`src/rtl/wide_wr_collector.sv`:
```
module wide_wr_collector #(
  parameter int PAGES    = 4,
  parameter int NREG     = 4,
  parameter int NSRAM    = 8,
  parameter int QUIRK_EN = 1,
  localparam int AW      = $clog2(PAGES * 8192 + NSRAM * 8 + 1)
) (
  input  logic          clk,
  input  logic          rst_n,
  input  logic          wr_valid,
  input  logic [AW-1:0] wr_addr,
  input  logic [31:0]   wr_data,
  input  logic          rd_en,
  input  logic [AW-1:0] rd_addr,
  output logic          rd_valid,
  output logic [31:0]   rd_data,
  output logic          cm_valid,
  output logic [AW-1:0] cm_addr,
  output logic [127:0]  cm_data
);
  localparam int PW  = PAGES > 1 ? $clog2(PAGES) : 1;
  localparam int RIW = NREG  > 1 ? $clog2(NREG)  : 1;
  localparam int SIW = NSRAM > 1 ? $clog2(NSRAM) : 1;
  localparam logic [AW-1:0] SRAM_LO = AW'(PAGES * 8192);
  localparam logic [AW-1:0] SRAM_HI = AW'(PAGES * 8192 + NSRAM * 8);
  localparam logic [12:0]   NREG_END = 13'(NREG * 16);

  typedef struct packed {
    logic          norm;
    logic          sram;
    logic          evq;
    logic          tmr;
    logic          desc;
    logic [AW-1:0] base;
    logic [1:0]    k;
    logic [PW-1:0] page;
    logic [RIW-1:0] nidx;
    logic [SIW-1:0] sidx;
  } dec_t;

  function automatic dec_t decode(input logic [AW-1:0] a);
    dec_t d;
    logic [12:0] off;
    d = '0;
    off = a[12:0];
    d.k = a[3:2];
    d.page = PW'(a >> 13);
    d.nidx = RIW'(a >> 4);
    d.sidx = SIW'((a - SRAM_LO) >> 3);
    if (a < SRAM_LO) begin
      d.norm = ((a >> 13) == '0) && (off < NREG_END);
      d.evq  = (off == 13'h400);
      d.tmr  = (off == 13'h420);
      d.desc = (off[12:4] == 9'h083) || (off[12:4] == 9'h0A1);
      d.base = {a[AW-1:4], 4'b0};
    end else if (a < SRAM_HI) begin
      d.sram = 1'b1;
      d.k    = {1'b0, a[2]};
      d.base = {a[AW-1:3], 3'b0};
    end
    return d;
  endfunction

  dec_t wd, rd;
  assign wd = decode(wr_addr);
  assign rd = decode(rd_addr);

  logic [AW-1:0]    col_tgt;
  logic [3:0]       col_mask;
  logic [3:0][31:0] col_data;

  logic [127:0] nreg [NREG];
  logic [63:0]  smem [NSRAM];
  logic [31:0]  evq  [PAGES];
  logic [31:0]  tmr  [PAGES];

  logic             hit, own, full;
  logic [3:0]       nmask;
  logic [3:0][31:0] fd;
  logic [95:0]      dlo;

  assign own   = (col_mask != 4'b0) && (col_tgt == wd.base);
  assign hit   = (col_mask == 4'b0) || (col_tgt == wd.base);
  assign nmask = (hit ? col_mask : 4'b0) | (4'b1 << wd.k);
  assign full  = wd.sram ? (nmask[1:0] == 2'b11) : (nmask == 4'hF);

  always_comb begin
    fd = col_data;
    fd[wd.k] = wr_data;
    for (int j = 0; j < 3; j++)
      dlo[32*j +: 32] = (own && col_mask[j]) ? col_data[j] : 32'b0;
  end

  logic [31:0] rmux;
  always_comb begin
    rmux = '0;
    if (rd.norm)      rmux = nreg[rd.nidx][{rd.k, 5'b0} +: 32];
    else if (rd.sram) rmux = smem[rd.sidx][{rd.k[0], 5'b0} +: 32];
    else if (rd.evq)  rmux = evq[rd.page];
    else if (rd.tmr)  rmux = tmr[rd.page];
    else if (rd.desc) rmux = '0;
  end

  always_ff @(posedge clk) begin
    if (!rst_n) begin
      col_tgt  <= '0;
      col_mask <= '0;
      col_data <= '0;
      cm_valid <= 1'b0;
      cm_addr  <= '0;
      cm_data  <= '0;
      rd_valid <= 1'b0;
      rd_data  <= '0;
      for (int i = 0; i < NREG; i++)  nreg[i] <= '0;
      for (int i = 0; i < NSRAM; i++) smem[i] <= '0;
      for (int i = 0; i < PAGES; i++) begin
        evq[i] <= '0;
        tmr[i] <= '0;
      end
    end else begin
      cm_valid <= 1'b0;
      rd_valid <= rd_en;
      if (rd_en) rd_data <= rmux;
      if (wr_valid) begin
        if (wd.evq || wd.tmr) begin
          if (wd.evq) evq[wd.page] <= wr_data;
          else        tmr[wd.page] <= wr_data;
          cm_valid <= 1'b1;
          cm_addr  <= wr_addr;
          cm_data  <= {96'b0, wr_data};
          if (QUIRK_EN != 0 && wd.tmr && wd.page == '0) col_mask <= '0;
        end else if (wd.desc) begin
          if (wd.k == 2'd3) begin
            cm_valid <= 1'b1;
            cm_addr  <= wd.base;
            cm_data  <= {wr_data, dlo};
            if (own) col_mask <= '0;
          end else if (hit) begin
            col_tgt <= wd.base;
            col_mask <= nmask;
            col_data[wd.k] <= wr_data;
          end
        end else if (wd.norm || wd.sram) begin
          col_tgt <= wd.base;
          if (full) begin
            col_mask <= '0;
            cm_valid <= 1'b1;
            cm_addr  <= wd.base;
            if (wd.norm) begin
              nreg[wd.nidx] <= fd;
              cm_data <= fd;
            end else begin
              smem[wd.sidx] <= {fd[1], fd[0]};
              cm_data <= {64'b0, fd[1], fd[0]};
            end
          end else begin
            col_mask <= nmask;
            col_data[wd.k] <= wr_data;
          end
        end
      end
    end
  end

  p_rd_latency_r9: assert property (@(posedge clk) disable iff (!rst_n)
    rd_en |=> rd_valid);

  p_commit_cause_r1: assert property (@(posedge clk) disable iff (!rst_n)
    cm_valid |-> $past(wr_valid));

  p_no_partial_r1: assert property (@(posedge clk) disable iff (!rst_n)
    (wr_valid && wd.norm && nmask != 4'hF) |=> !cm_valid);

  p_desc_top_r4: assert property (@(posedge clk) disable iff (!rst_n)
    (wr_valid && wd.desc && wd.k == 2'd3) |=>
      (cm_valid && cm_data[127:96] == $past(wr_data) && cm_addr == $past(wd.base)));

  p_desc_drop_r5: assert property (@(posedge clk) disable iff (!rst_n)
    (wr_valid && wd.desc && wd.k != 2'd3 && col_mask != 4'b0 && col_tgt != wd.base) |=>
      ($stable(col_mask) && $stable(col_tgt) && !cm_valid));

  p_quirk_clear_r8: assert property (@(posedge clk) disable iff (!rst_n)
    (QUIRK_EN != 0 && wr_valid && wd.tmr && wd.page == '0) |=> (col_mask == 4'b0));

  p_direct_keep_r7: assert property (@(posedge clk) disable iff (!rst_n)
    (wr_valid && (wd.evq || (wd.tmr && (QUIRK_EN == 0 || wd.page != '0)))) |=>
      ($stable(col_mask) && $stable(col_tgt)));
endmodule

```
`config.mk`:
```
export PLATFORM = sky130hd
export DESIGN_NAME = wide_wr_collector
export DESIGN_NICKNAME = d
export VERILOG_FILES = /design/src/rtl/wide_wr_collector.sv
export SDC_FILE = /design/constraint.sdc
export NUM_CORES = 2
export LEC_CHECK = 0
export ABC_CLOCK_PERIOD_IN_PS = 17250
export BUFFER_PORTS_ARGS = -buffer_cell sky130_fd_sc_hd__buf_2
export CAP_MARGIN = 20
export CORE_ASPECT_RATIO = 0.6
export CORE_MARGIN = 10
export CORE_UTILIZATION = 35
export DETAILED_ROUTE_END_ITERATION = 6
export PLACE_DENSITY = 0.55
export SYNTH_ARGS = -nofsm -noshare
export SYNTH_HDL_FRONTEND = slang
export SYNTH_SLANG_ARGS = --single-unit
```
`constraint.sdc`:
```
create_clock -name clk -period 17.25 [get_ports clk]
set_clock_uncertainty 0.2 [all_clocks]
set_input_delay 0.8625 -clock clk [delete_from_list [all_inputs] [get_ports clk]]
set_output_delay 0.8625 -clock clk [all_outputs]
set_load 0.03 [all_outputs]
```
==> impl_metrics.tcl <==
set metrics [dict create \
    ioPinCount 246 \
    leakagePower_nw 27.1 \
    synth_fa_ha_area_share_pct 0 \
    cp_cell_sequence "buf_2 > nor4_2 > nand4_1 > a21oi_4 > buf_4 > a22o_1 > nand4_1 > buf_12 > or3_4 > nand2_4 > buf_4" \
    hpwl_um 128000 \
    rr_startpoint "col_tgt[15]" \
    nets 5264 \
    synthCells 5131 \
    synth_cell_type_count 62 \
    overflow 0 \
    min_period_ns 5.49 \
    synthSimpleGateAreaFrac_pct 11.2 \
    initial_core_util_pct 35.4 \
    drt_iter0_drc 4994 \
    avgSynthCellArea_um2 13.4 \
    crit_fanout 131 \
    synth_top_cell_by_area "edfxtp_1" \
    timing.final.hold_violations 0 \
    power_density_nw_per_um2 107 \
    post_drt_wl_per_cell_um 26.4 \
    htree_levels 4 \
    synth-seq-cells 1603 \
    syn_area_um2 68700 \
    path_buf_inv 4 \
    holdCritPathClass "reg2reg" \
    startpoint "wr_addr[8]" \
    max_stage_delay_ns 0.75 \
    power.total_w 0.00835 \
    finalSetupTns_ns 0 \
    cp.required_ns 17.43 \
    async_flop_share_pct 0 \
    die_w_um 592 \
    postCtsSetupBuffers 0 \
    route.detailed.drc 0 \
    tightest_slew_ns 1.15 \
    synth_area_leaders "edfxtp_1 56%, mux4_2 13%, dfxtp_1 9.4%, nor2_1 8.1%, mux2i_1 3.3%" \
    die_h_um 363 \
    wl_um 209000 \
    holdBufCountCts 0 \
    drive_gt1_share_pct 20.3 \
    worst_slack_ns 11.76 \
    rsz0062_at_grt "false" \
    grt_max_degree 132 \
    peakVddDrop_v 0.0000666 \
    final_cell_area_um2 78100 \
    outcome "completed" \
    cts.path.max_buffers 4 \
    grt_usage_pct 18.9 \
    num_vias 43100 \
    end_kind "register" \
    criticalPathCategory "in2reg" \
    clk_latency_ns 0.81 \
    syn_to_final_growth_pct 13.7 \
    clk_root_buffer_cell "clkbuf_16" \
    cts_buffers 156 \
    port_buffers 245 \
    cts_tree "done" \
    vias_per_cell 5.43 \
    synthXorXnorAreaFrac_pct 0.0765 \
    maxCapViolCount 0 \
    holdCritStartpoint "cm_addr[13]" \
    synthFlopType "edfxtp_1" \
    pre_cts_slack_ns 10.97 \
    fillers 18100 \
    design.core.area_um2 194000 \
    ant_nets 0 \
    syn_nets 5199 \
    drt-pass1-iter-count 5 \
    netlist.area_leader.share_pct 55.9 \
    fmax_mhz 182 \
    critPathSlowestCell "or3_4" \
    cp.arrival_ns 5.66 \
    start_kind "input port" \
    synth-edff-count 1280 \
    numClockSinks 1603 \
    finalCoreUtilization_pct 40.2 \
    crit_family "simple AND/OR/NAND/NOR gates" \
    placed_area_um2 72900 \
    maxSlewHeadroom_pct 23.4 \
    finalWeightedCongestion 0.846 \
    cts.repair.resized 0 \
    path_clk_slew_ns 0.06 \
    antenna_found_initial 8 \
    rows 125 \
    yosysWarnings 0 \
    die-area_um2 215000 \
    finalSetupViolCount 0 \
    synth_compound_area_share_pct 4.10 \
    post-route-period-util_pct 31.8 \
    seq_area_frac_synth_pct 65.3 \
    yosys-mux-area-fraction_pct 15.9 \
    synth_top_family_by_area "multiplexers" \
    grt_pass1_vias 42800 \
    grt_pass1_wl_um 305000 \
    report.final.slew_viol_count 0 \
]
[tightest hold or removal path, stage by stage (launching register included)]
cell and delay [ns]:
dfxtp_1 0.31, nand2_1 0.05, a21oi_1 0.05
[state kept, by name (all words and copies together), names as in the netlist]
| name | count |
|---|---|
| cm_addr | 16 |
| nreg | 512 |
| tmr | 128 |
| rd_valid | 1 |
| smem | 512 |
| rd_data | 32 |
| evq | 128 |
| cm_data | 128 |
| col_tgt | 13 |
| cm_valid | 1 |
| col_mask | 4 |
| col_data | 128 |
[metrics by stage]
step	std cells	hold WS, ns
6_report	7926	0.258
5_1_grt	7924	0.267
4_1_cts	7912	0.250
3_5_place_dp	7633	0.247
3_3_place_gp	7614	0.241
2_1_floorplan	5131	0.237
[layout make-up]
type	instances	area, um2	area share, %
timing repair buffer	397	2460	3.15
clock inverter	74	773	0.990
clock buffer	205	4370	5.59
tap	2603	3260	4.17
sequential	1603	44900	57.5
multi-input combinational	2932	21900	28.1
antenna	6	15.0	0.0192
inverter	106	405	0.519
[cells in the mapped netlist (38+ instances only)]
cell type  number
edfxtp_1     1280
mux4_2        384
nand2_1       213
mux2i_1       230
a221oi_1       64
nor2_1       1479
nor3_1         99
inv_1         105
dfxtp_1       323
a211oi_1      130
buf_1          38
a21oi_1        85
clkbuf_1      411
[cell families (layout without fill, tap and decap cells)]
kind of cell | count (synthesis) | in the layout
buf+inv | 596 | 782
mux | 614 | 614
simple gates | 1915 | 1915
flops | 1603 | 1603
other cells | 0 | 6
compound gates | 397 | 397
xor+xnor | 6 | 6
[cells in the final DEF (no fill, tap or decap), types with 7 or more instances in the layout]
master / netlist / routed
nor2b_1: 9 / 9
a211oi_1: 130 / 129
mux2i_1: 230 / 229
mux4_2: 384 / 384
o2bb2ai_1: 32 / 32
edfxtp_1: 1280 / 1280
a21oi_1: 85 / 84
clkinv_2: 0 / 26
inv_1: 105 / 105
a221oi_1: 64 / 64
clkinvlp_4: 0 / 7
nor4_1: 9 / 7
o21ai_0: 19 / 9
clkbuf_16: 0 / 163
and3_1: 13 / 13
buf_4: 4 / 149
o21ai_4: 0 / 12
and2_1: 37 / 35
nand2_1: 213 / 198
o22ai_1: 33 / 33
clkinv_1: 1 / 16
nand2_4: 0 / 11
clkbuf_1: 411 / 29
dfxtp_1: 323 / 323
nor2_1: 1479 / 1474
buf_2: 37 / 238
nand2b_1: 12 / 9
bufinv_16: 0 / 15
clkbuf_8: 0 / 13
nand4_1: 11 / 11
nor3_1: 99 / 97
[final timing paths]
check | end | slack (ns) | cells after the start
hold / removal | cm_addr[13] | 0.26 | 2
setup reg to reg | nreg[0][73] | 11.91 | 10
hold reg to reg | cm_addr[13] | 0.26 | 2
setup / recovery | nreg[0][73] | 11.76 | 11
[report_power, final]
part	total, W	switching, W	internal (W)
clock	0.00352	0.00151	0.00201
sequential	0.00431	0.0000327	0.00427
combinational	0.000523	0.000339	0.000184
[routing by layer]
layer / share of wire, % / up-vias / track usage, % / wire (um)
li1: - / 18900 / - / -
met1: 43 / 22100 / 26.7 / 89700
met2: 46 / 1841 / 29.6 / 96200
met3: 8.3 / 296 / 3.85 / 17300
met4: 2.8 / 0 / 5.11 / 5850
met5: 0 / - / 0 / 0
Power figures use the tool's default switching activity.
